### config.mk
export PLATFORM = sky130hd
export DESIGN_NAME = scl_phase_accum
export DESIGN_NICKNAME = d
export VERILOG_FILES = /design/src/rtl/scl_pkg.sv /design/src/rtl/scl_frac_add.sv /design/src/rtl/scl_phase_map.sv /design/src/rtl/scl_seq_ctrl.sv /design/src/rtl/scl_phase_accum.sv
export SDC_FILE = /design/constraint.sdc
export NUM_CORES = 1
export LEC_CHECK = 0
export CAP_MARGIN = 20
export CORE_MARGIN = 2
export CORE_UTILIZATION = 30
export DETAILED_ROUTE_END_ITERATION = 10
export PLACE_DENSITY = 0.55
export SYNTH_ARGS = -nofsm -noshare
export SYNTH_HDL_FRONTEND = slang
export SYNTH_SLANG_ARGS = --single-unit
export TNS_END_PERCENT = 100
### constraint.sdc
create_clock -name clk -period 9.2 [get_ports clk]
set_clock_uncertainty 0.1 [all_clocks]
set_input_delay 0.92 -clock clk [delete_from_list [all_inputs] [get_ports clk]]
set_output_delay 0.92 -clock clk [all_outputs]
set_load 0.02 [all_outputs]
### src/rtl/scl_pkg.sv
package scl_pkg;

    // Run-state of the sequencing control.
    typedef enum logic [1:0] {
        ST_IDLE = 2'd0,
        ST_RUN  = 2'd1,
        ST_DONE = 2'd2
    } scl_state_e;

endpackage

### src/rtl/scl_frac_add.sv
// Adds a fixed-point increment to a pure fraction; splits integer carry and wrapped fraction.
module scl_frac_add #(
    parameter int INT_W  = 4,
    parameter int FRAC_W = 20
) (
    input  logic [FRAC_W-1:0]       frac_i,
    input  logic [INT_W+FRAC_W-1:0] inc_i,
    output logic [INT_W:0]          carry_o,
    output logic [FRAC_W-1:0]       frac_o
);
    localparam int SUM_W = INT_W + FRAC_W + 1;

    logic [SUM_W-1:0] sum;

    always_comb begin
        sum     = SUM_W'(frac_i) + SUM_W'(inc_i);
        carry_o = sum[FRAC_W +: INT_W+1];
        frac_o  = sum[FRAC_W-1:0];
    end

endmodule

### src/rtl/scl_phase_map.sv
// Maps a fractional position onto one of the run-time number of phases.
module scl_phase_map #(
    parameter int FRAC_W     = 20,
    parameter int MAX_PHASES = 64,
    localparam int PH_W      = $clog2(MAX_PHASES),
    localparam int NP_W      = PH_W + 1
) (
    input  logic [FRAC_W-1:0] frac_i,
    input  logic [NP_W-1:0]   num_phases_i,
    output logic [PH_W-1:0]   phase_o
);
    localparam int PROD_W = FRAC_W + NP_W;

    logic [NP_W-1:0]   np_eff;
    logic [PROD_W-1:0] prod;

    always_comb begin
        if (num_phases_i > NP_W'(MAX_PHASES)) begin
            np_eff = NP_W'(MAX_PHASES);
        end else begin
            np_eff = num_phases_i;
        end
        prod    = PROD_W'(frac_i) * PROD_W'(np_eff);
        phase_o = PH_W'(prod >> FRAC_W);
    end

endmodule

### src/rtl/scl_seq_ctrl.sv
// Counts accepted steps against the latched output size.
module scl_seq_ctrl
    import scl_pkg::*;
#(
    parameter int SIZE_W = 13
) (
    input  logic              clk,
    input  logic              rst_n,
    input  logic              start_i,
    input  logic              step_i,
    input  logic [SIZE_W-1:0] size_i,
    output logic              take_o,
    output logic              busy_o,
    output logic              done_o
);
    typedef struct packed {
        scl_state_e        st;
        logic [SIZE_W-1:0] cnt;
        logic [SIZE_W-1:0] size;
    } ctrl_t;

    ctrl_t c_d, c_q;
    logic  last_step;

    always_comb begin
        c_d       = c_q;
        take_o    = step_i && !start_i && (c_q.st == ST_RUN);
        last_step = ({1'b0, c_q.cnt} + (SIZE_W+1)'(1)) == {1'b0, c_q.size};
        if (start_i) begin
            c_d.size = size_i;
            c_d.cnt  = '0;
            c_d.st   = (size_i == '0) ? ST_DONE : ST_RUN;
        end else if (take_o) begin
            c_d.cnt = c_q.cnt + SIZE_W'(1);
            if (last_step) begin
                c_d.st = ST_DONE;
            end
        end
    end

    always_ff @(posedge clk or negedge rst_n) begin
        if (!rst_n) begin
            c_q <= '{st: ST_IDLE, cnt: '0, size: '0};
        end else begin
            c_q <= c_d;
        end
    end

    assign busy_o = (c_q.st == ST_RUN);
    assign done_o = (c_q.st == ST_DONE);

    // while running, fewer steps than the size have been taken
    p_cnt_bound_r7: assert property (@(posedge clk) disable iff (!rst_n)
        (c_q.st == ST_RUN) |-> (c_q.cnt < c_q.size));

    // done means exactly size steps were taken
    p_done_count_r7: assert property (@(posedge clk) disable iff (!rst_n)
        (c_q.st == ST_DONE) |-> (c_q.cnt == c_q.size));

    // a zero-size run finishes at once
    p_zero_size_r7: assert property (@(posedge clk) disable iff (!rst_n)
        (start_i && size_i == '0) |=> done_o);

endmodule

### src/rtl/scl_phase_accum.sv
// Per-dimension source position / phase generator for a polyphase resampler.
module scl_phase_accum
    import scl_pkg::*;
#(
    parameter int SF_INT_W   = 4,
    parameter int SF_FRAC_W  = 20,
    parameter int SIZE_W     = 13,
    parameter int MAX_PHASES = 64,
    localparam int SF_W      = SF_INT_W + SF_FRAC_W,
    localparam int PH_W      = $clog2(MAX_PHASES),
    localparam int NP_W      = PH_W + 1,
    localparam int ADV_W     = SF_INT_W + 1,
    localparam int POS_W     = SIZE_W + ADV_W
) (
    input  logic                 clk,
    input  logic                 rst_n,
    input  logic                 start_i,
    input  logic                 step_i,
    input  logic [SF_W-1:0]      shrink_i,
    input  logic [SF_FRAC_W-1:0] start_frac_i,
    input  logic [SIZE_W-1:0]    out_size_i,
    input  logic [NP_W-1:0]      num_phases_i,
    output logic [POS_W-1:0]     pos_o,
    output logic [PH_W-1:0]      phase_o,
    output logic [ADV_W-1:0]     adv_o,
    output logic                 busy_o,
    output logic                 done_o
);
    typedef struct packed {
        logic [SF_W-1:0]      sf;
        logic [NP_W-1:0]      np;
        logic [SF_FRAC_W-1:0] frac;
        logic [SF_FRAC_W-1:0] wrap;
        logic [POS_W-1:0]     pos;
        logic [PH_W-1:0]      phase;
        logic [ADV_W-1:0]     adv;
    } acc_t;

    acc_t s_d, s_q;

    logic                 take;
    logic [ADV_W-1:0]     la_carry;
    logic [SF_FRAC_W-1:0] la_frac;
    logic [PH_W-1:0]      ph_next;

    scl_seq_ctrl #(
        .SIZE_W (SIZE_W)
    ) u_ctrl (
        .clk     (clk),
        .rst_n   (rst_n),
        .start_i (start_i),
        .step_i  (step_i),
        .size_i  (out_size_i),
        .take_o  (take),
        .busy_o  (busy_o),
        .done_o  (done_o)
    );

    // Look-ahead adder: carry and wrapped fraction for the sample after s_d.
    scl_frac_add #(
        .INT_W  (SF_INT_W),
        .FRAC_W (SF_FRAC_W)
    ) u_look (
        .frac_i  (s_d.frac),
        .inc_i   (s_d.sf),
        .carry_o (la_carry),
        .frac_o  (la_frac)
    );

    scl_phase_map #(
        .FRAC_W     (SF_FRAC_W),
        .MAX_PHASES (MAX_PHASES)
    ) u_phase (
        .frac_i       (s_d.frac),
        .num_phases_i (s_d.np),
        .phase_o      (ph_next)
    );

    always_comb begin
        s_d = s_q;
        if (start_i) begin
            s_d.sf   = shrink_i;
            s_d.np   = num_phases_i;
            s_d.frac = start_frac_i;
            s_d.pos  = '0;
        end else if (take) begin
            s_d.frac = s_q.wrap;
            s_d.pos  = s_q.pos + POS_W'(s_q.adv);
        end
        s_d.wrap  = la_frac;
        s_d.adv   = la_carry;
        s_d.phase = ph_next;
    end

    always_ff @(posedge clk or negedge rst_n) begin
        if (!rst_n) begin
            s_q <= '0;
        end else begin
            s_q <= s_d;
        end
    end

    assign pos_o   = s_q.pos;
    assign phase_o = s_q.phase;
    assign adv_o   = s_q.adv;

    // a start always restarts the input index at zero
    p_start_pos_r2: assert property (@(posedge clk) disable iff (!rst_n)
        start_i |=> (pos_o == '0));

    // an accepted step moves the index by the advance shown before it
    p_pos_adv_r3: assert property (@(posedge clk) disable iff (!rst_n)
        (busy_o && step_i && !start_i) |=> (pos_o == $past(pos_o) + POS_W'($past(adv_o))));

    // up-scaling never skips an input sample
    p_upscale_adv_r4: assert property (@(posedge clk) disable iff (!rst_n)
        (busy_o && s_q.sf[SF_W-1:SF_FRAC_W] == '0) |-> (adv_o <= ADV_W'(1)));

    // the phase stays below the effective phase count
    p_phase_range_r6: assert property (@(posedge clk) disable iff (!rst_n)
        (s_q.np != '0 && s_q.np <= NP_W'(MAX_PHASES)) |-> (NP_W'(phase_o) < s_q.np));

    // without a run or a start, the outputs hold
    p_idle_hold_r8: assert property (@(posedge clk) disable iff (!rst_n)
        (!busy_o && !start_i) |=> ($stable(pos_o) && $stable(phase_o) && $stable(adv_o)));

endmodule

# Yosys cells after proc, flatten, opt, wreduce, memory -nomap -nowiden
# Index checks and enable logic that the tools add are counted.
# Widths: inputs -> output; s select.
[word_totals]
word_cells = 36
ff_bits = 128
inputBits = 68
output_inout_bits = 31
[classes]
n_reduce_logical = 7
addsub = 4
n_eq_ne = 3
n_mux = 10
n_mul = 1
n_lt_le_gt_ge = 1
[op_table]
columns = ["cell", "count"]
rows = [
  ["$mux 20", 2],
  ["$mux 18", 2],
  ["$mux 31", 1],
  ["$mux 15", 2],
  ["$mul 20x7->26", 1],
  ["$add 20x24->25", 1],
  ["$add 18x5->18", 1],
  ["$add 13x1->14 const B", 1],
  ["$eq 14x13->1", 1],
  ["$add 13x1->13 const B", 1],
  ["$logic_not 13->1", 1],
  ["$gt 7x7->1 const B", 1],
  ["$mux 7", 1],
  ["$mux 2", 2],
  ["$reduce_bool 2->1", 2],
  ["$eq 2x1->1 const B", 1],
  ["$eq 2x2->1 const B", 1],
  ["$logic_and 1x1->1", 2],
  ["$reduce_and 2->1", 1],
  ["$logic_not 1->1", 1],
]

# Longest topological paths before layout
# Gate-level depths: netlist of the first run.
[depth]
depth_word = 6
mapped_depth = 23
depth_no_buf = 21

# Cells and area by module
# From an unflattened synthesis of the first run, not the netlist that was laid out.
[unflattened]
cells_unflattened = 1077
area_unflattened_um2 = 10774.1
[by_module_without_submodules]
columns = ["mod", "cells_per_inst", "area_each_um2", "seq_area_each_um2", "instances"]
rows = [
  ["scl_phase_accum", 317, 4132.7, 2502.4, 1],
  ["scl_phase_map", 461, 3991.3, 0.0, 1],
  ["scl_seq_ctrl", 158, 1577.8, 700.7, 1],
  ["scl_frac_add", 141, 1072.3, 0.0, 1],
]

# Least setup slack after synthesis of the first run
# OpenSTA, ideal clock, no wires.
[synth_timing]
path_kind = "input to register"
start = "in start_i"
end = "reg s_q, in the netlist phase_o[3]"
required_time_ns = 8.976
setup_slack_ns = 2.867
stages = 19
t_arrival_ns = 6.109
n_path_buf = 1
setup_time_ns = 0.124
cell_sequence = "mux2_2 or4_4 o21ai_4 buf_2 nand3_1 fa_1 fa_1 inv_1 fa_1 inv_1 fa_1 inv_1 ha_1 and3_1 a41o_1 a31oi_1 a21oi_2 or3_1 a211o_1"
[synth_via]
elab_chain_cells = 6
word_cells_on_any_way = 9
classes_between = "mul: 1; order compare: 1; mux: 4; reduce/logical: 3"
[synth_lines]
columns = ["item", "line", "source"]
rows = [
  ["start, declared", "scl_phase_accum.sv:17", "input logic start_i,"],
  ["branches (longest 5 deep; another with $gt 7x7->1)", "-", ""],
  ["$mul 20x7->26 (*)", "scl_phase_map.sv:23", "prod = PROD_W'(frac_i) * PROD_W'(np_eff);"],
  ["via ph_next[3]", "scl_phase_accum.sv:44", "logic [PH_W-1:0] ph_next;"],
  ["end signal, assigned", "scl_phase_accum.sv:97", "s_q <= '0;"],
  ["end signal, assigned", "scl_phase_accum.sv:99", "s_q <= s_d;"],
  ["end, declared", "scl_phase_accum.sv:39", "acc_t s_d, s_q;"],
]
# Mark *: on every way through the listed nets, which the timed path passes.
# A chain may end at the register's enable or synchronous reset.

==> results of run 1 <==
cell usage after synthesis, types with 13 or more instances:
library cell	instances
clkbuf_1	14
nor2_1	131
a21o_1	17
xnor2_1	39
o21ai_0	18
a21oi_1	58
mux2_2	42
nand3_1	30
nor3_1	14
dfrtp_1	128
ha_1	67
fa_1	89
inv_1	121
nand2_1	108
xor2_1	14
buf_2	14
mux2i_1	13
buf_4	31
flip-flops by register name, summed over array words and instances, names as in the netlist:
signal / flops
s_q: 71
u_ctrl.c_q: 28
pos_o: 18
phase_o: 6
adv_o: 5
cells in the final DEF (no fill, tap or decap), types with 18 or more instances in the layout:
cell               n
nor2_1           131
dfrtp_1          128
nand3_1           30
xnor2_1           39
clkdlybuf4s50_1   96
mux2_2            42
o21ai_0           18
ha_1              67
nand2_1          108
a21oi_1           58
inv_1            121
fa_1              89
how the worst max path moves through the flow:
stage / startpoint / endpoint / slack, ns / cells after the start
finish: start_i / phase_o[3] / 1.84 / 19
global route: start_i / phase_o[2] / 1.59 / 19
floorplan: start_i / phase_o[3] / 2.87 / 19
CTS: start_i / phase_o[3] / 1.86 / 19
detailed placement: start_i / phase_o[3] / 1.40 / 19
global placement: start_i / phase_o[3] / 1.55 / 19
kinds of logic (layout without fill, tap and decap cells):
family,after synthesis,count (layout),share of synthesized area (%)
AO/OA/AOI/OAI,171,171,10.8
XOR/XNOR,53,53,4.33
adder cells (fa/ha/maj),156,156,24.4
buffers and inverters,189,260,7.93
flip-flops,128,128,29.9
multiplexers,55,55,5.62
AND/OR/NAND/NOR,384,384,17.0
power breakdown:
part / switching, mW / total [mW] / internal, mW
clock network: 0.286 / 0.667 / 0.381
registers: 0.0450 / 0.709 / 0.664
logic: 0.746 / 1.28 / 0.532
stage by stage:
stage                     instances  worst slack [ns]  power (mW)  utilization, %  hold WS (ns)
after global placement         1636              1.55        1.99            33.8         0.389
after global routing           1668              1.59        2.91            35.4         0.409
final                          1668              1.84        2.65            35.4         0.369
after detailed placement       1636              1.40        2.00            33.8         0.392
after floorplan                1136              2.87        1.66               -         0.374
after CTS                      1668              1.86        2.70            35.4         0.401
layer usage:
layer	wire length, µm	vias up	GRT usage [%]
li1	-	3902	-
met1	12800	4093	20.8
met2	13300	178	25.9
met3	1270	34	2.97
met4	528	0	4.40
met5	0	-	0
cell type report:
| type | count | area (µm²) |
|---|---|---|
| clock buffer | 17 | 425 |
| clock inverter | 15 | 151 |
| fill | 3641 | 22900 |
| inverter | 122 | 458 |
| multi-input combinational | 819 | 6680 |
| sequential | 128 | 3200 |
| tap | 461 | 577 |
| timing repair buffer | 106 | 1040 |
==> results by group, run 1 <==
Yosys
  – Async SR Flop Fraction: 100%
  – Top cell type's share of synthesized area: 29.9%
  – Synth area leader: dfrtp_1
  – Seq/Total Area, Yosys: 29.9%
  – Count of different cell masters after synthesis: 76
  – Ranking of synthesized cells by area: dfrtp_1, fa_1, ha_1
  – Number of enable flip-flop cells after synthesis: 0
  – Ys flop type: dfrtp_1
  – Mean Syn Cell Area: 9.44 µm²
  – Post-synth net total: 1,360
  – Yosys reg bits: 128
  – Syn. warnings: 0
  – Cell Area, Synth: 10,700 µm²
  – Cells after synthesis: 1,136

Global route
  – Remaining global-route overflow: 0
  – Vias in the first global route: 8,395
  – Largest net degree at the start of global routing: 75
  – Antenna violations before repair: 0
  – First-pass GRT wire length: 45,300 µm
  – GRT Util Overall: 15.6%

Floorplanning
  – Initial core utilization: 30.3%
  – Row count: 69
  – Die Area: 37,300 µm²
  – Die X-Extent: 193 µm
  – I/O Pins: 99
  – Die height: 193 µm
  – Area of the core: 35,400 µm²

Route
  – Aggregate routed wire length: 27,900 µm
  – WL per Instance: 16.7 µm
  – Via density: 4.92
  – 1st-pass router iterations: 4
  – Iter 0 DRT Violations: 389
  – DRC: 0
  – Routed vias: 8,207
  – Remaining antenna violation count after routing: 0

Worst setup path
  – Cells on worst reg2reg path: 20
  – R2R Setup Slk: 2.54 ns
  – Critical path, cell by cell: buf_4, mux2_2, or4_4, o21ai_4, nand2_2, nor2_1, fa_1, fa_1, fa_1, inv_1, fa_1, inv_1, ha_1, a21oi_1, o32ai_1, o31ai_1, a31oi_1, or3_1, a211o_1
  – CP max stage cell: fa_1
  – Origin of the critical flop-to-flop path: u_ctrl.c_q[27]
  – WS Path Type: primary input to register
  – Buf+Inv Stages, Crit Path: 3
  – Max incr delay on CP: 0.56 ns
  – Most frequent CP cell: fa_1
  – Startpoint types: primary input
  – Worst EP arrival: 7.57 ns
  – CP endpoint kind: register
  – Reg2reg end: phase_o[3]
  – Top Family by Delay on Critical Path: adder cells
  – CP max FO: 58
  – CP required: 9.42 ns

Run
  – Max-cap violations: 0

Timing
  – Fin Setup TNS: 0 ns
  – F_max: 136 MHz
  – Fin crit period: 7.36 ns
  – Max transition margin: 37.5%
  – Final Cycle Share: 79.9%
  – Slew Limit Fails: 0
  – Final hold violation count: 0
  – RSZ-0062 raised after global routing: no
  – Final setup violation count: 0
  – Slew @ Worst Pin: 0.937 ns

Clock tree
  – Worst-skew pair later-pin latency: 0.42 ns
  – CTS tree: yes
  – TritonCTS Sinks: 128
  – Post-CTS Resized: 0
  – Hold buffers post-CTS: 0
  – CTS buffer count: 17
  – # Post-CTS Setup Buffers: 0
  – Htree depth: 4
  – Clk pin slew, worst setup/hold paths: 0.07 ns
  – Clock Path Buffers: 2
  – CTS Root Buffer Type: clkbuf_16

Place
  – IO buf count: 98
  – Placed Instance Area: 12,000 µm²
  – Half-perimeter wire length after placement: 21,500 µm
  – RD Place Congestion: 0.846

Hold path
  – HP Class: primary input to asynchronous set/reset pin

Power
  – Leak Pwr: 5.79 nW
  – Max VDD drop: 0.0929 mV
  – Pwr dens: 212 nW/µm²

Cells and area
  – Number of diodes: 0
  – Nets: 1,418
  – Post-route cell area: 12,500 µm²
  – Area grow syn2layout: 16.8%
  – Layout cell share with drive strength beyond 1: 8.53%

Outcome
  – Status: completed
Note: power is estimated with default switching activity, not from simulation.
==> inputs of run 2 (changes only) <==
==> constraint.sdc (replaced) <==
create_clock -name clk -period 7.6 [get_ports clk]
set_clock_uncertainty 0.1 [all_clocks]
set_input_delay 0.76 -clock clk [delete_from_list [all_inputs] [get_ports clk]]
set_output_delay 0.76 -clock clk [all_outputs]
set_load 0.02 [all_outputs]
==> results by group, run 2 (synthesis results as in run 1) <==
Outcome
  – Status: completed

Run
  – Max-cap violations: 0

Timing
  – Final setup violation count: 0
  – Slew Limit Fails: 0
  – F_max: 149 MHz
  – Fin Setup TNS: 0 ns
  – RSZ-0062 raised after global routing: no
  – Final Cycle Share: 88.1%
  – Slew @ Worst Pin: 0.848 ns
  – Max transition margin: 43.4%
  – Hold slack: 0.258 ns
  – Fin crit period: 6.69 ns
  – Final hold violation count: 0

Floorplanning
  – Row count: 69
  – Initial core utilization: 30.3%
  – Die X-Extent: 193 µm
  – Die height: 193 µm
  – Area of the core: 35,400 µm²
  – I/O Pins: 99
  – Die Area: 37,300 µm²

Route
  – WL per Instance: 16.6 µm
  – Remaining antenna violation count after routing: 0
  – Iter 0 DRT Violations: 439
  – Highest routed layer: met4
  – Routed vias: 8,053
  – DRC: 0
  – WL met3: 1310 µm
  – Via density: 4.80
  – Aggregate routed wire length: 27,900 µm
  – 1st-pass router iterations: 5
  – Met2 routed WL: 13,300 µm
  – DRT met1 WL: 12,900 µm

Worst setup path
  – R2R Setup Slk: 1.31 ns
  – CP max stage cell: fa_1
  – Max incr delay on CP: 0.57 ns
  – Critical path, cell by cell: clkdlybuf4s50_1, mux2_2, or4_4, o21ai_4, nand2_2, nor2_1, fa_1, fa_1, fa_1, inv_1, fa_1, inv_1, ha_1, a21oi_1, o32ai_1, o31ai_1, a31oi_1, or3_1, a311oi_1
  – Worst EP arrival: 6.93 ns
  – CP endpoint kind: register
  – Critical Path Start: num_phases_i[3]
  – Buf+Inv Stages, Crit Path: 3
  – WP depth: 19
  – WS Path Type: primary input to register
  – Top Family by Delay on Critical Path: adder cells
  – CP required: 7.83 ns
  – Cells on worst reg2reg path: 18
  – Reg2reg end: phase_o[2]
  – Most frequent CP cell: fa_1
  – Startpoint types: primary input
  – Origin of the critical flop-to-flop path: s_q[72]
  – CP max FO: 14

Cells and area
  – Fillers: 3,625
  – Area grow syn2layout: 17.5%
  – Layout cell share with drive strength beyond 1: 9.20%
  – Highest-count cells in the layout ignoring fill and taps: nor2_1, dfrtp_1, inv_1
  – Nets: 1,428
  – Largest register FFs: 71
  – Post-route cell area: 12,600 µm²
  – Number of diodes: 0
  – Final core utilization: 35.6%
  – Top reg by flops: s_q
  – Most common cell after layout, fill and taps aside: nor2_1

Power
  – Leak Pwr: 5.84 nW
  – Pwr dens: 254 nW/µm²
  – Max VDD drop: 0.130 mV
  – Pwr Total: 3.20 mW

Clock tree
  – CTS Root Buffer Type: clkbuf_16
  – Post-CTS Resized: 0
  – Htree depth: 4
  – Clock Path Buffers: 2
  – # Post-CTS Setup Buffers: 0
  – CTS buffer count: 17
  – Hold buffers post-CTS: 0
  – CTS tree: yes
  – TritonCTS Sinks: 128
  – Worst-skew pair later-pin latency: 0.43 ns
  – Clk pin slew, worst setup/hold paths: 0.07 ns

Global route
  – Antenna violations before repair: 1
  – GRT Util Overall: 15.5%
  – Remaining global-route overflow: 0
  – First-pass GRT wire length: 45,000 µm
  – Largest net degree at the start of global routing: 100
  – Vias in the first global route: 8,302

Place
  – Half-perimeter wire length after placement: 21,800 µm
  – RD Place Congestion: 0.853
  – Placed Instance Area: 12,000 µm²
  – IO buf count: 98

Hold path
  – HP Class: primary input to asynchronous set/reset pin
==> run 2: cell types whose count changed in the layout (fill, tap and decap cells not counted) <==
cell / change
o21ai_1: +1
o21ai_2: -1
inv_6: +1
clkinvlp_4: +1
buf_4: +8
clkinv_2: +1
bufinv_16: -1
clkinv_4: -2
inv_8: -2
buf_12: +2
clkbuf_8: +2
==> run 2: area by class of cell <==
cell class / count / area (µm²) / share of cell area (%)
clock buffers: 19 / 453 / 3.59
clock inverters: 13 / 103 / 0.814
inverters: 122 / 458 / 3.63
multi-input cells: 819 / 6670 / 52.9
flip-flops and latches: 128 / 3200 / 25.4
well taps: 461 / 577 / 4.58
repair buffers: 116 / 1140 / 9.04
==> run 2: stage by stage <==
| step | setup slack [ns] | cells |
|---|---|---|
| 3_5_place_dp | 0.467 | 1646 |
| 6_report | 0.906 | 1678 |
| 4_1_cts | 0.912 | 1678 |
| 5_1_grt | 0.608 | 1678 |
| 3_3_place_gp | 0.520 | 1646 |
| 2_1_floorplan | 1.43 | 1136 |
==> run 2: worst max path at each step <==
stage | endpoint | slack [ns]
3_5_place_dp | phase_o[2] | 0.47
6_report | phase_o[2] | 0.91
3_3_place_gp | phase_o[3] | 0.52
4_1_cts | phase_o[2] | 0.91
5_1_grt | phase_o[2] | 0.61
2_1_floorplan | phase_o[3] | 1.43
==> run 2: routing by layer <==
layer | up-vias | track usage [%]
li1 | 3908 | -
met1 | 3933 | 20.8
met2 | 185 | 25.6
met3 | 27 | 2.95
met4 | 0 | 4.02
met5 | - | 0
==> run 2: report_power, final <==
part           internal, mW  switching (mW)  leakage [nW]  total [mW]
Sequential            0.804          0.0587          1.57       0.863
Combinational         0.657           0.902          3.99        1.56
Clock                 0.440           0.335         0.273       0.776
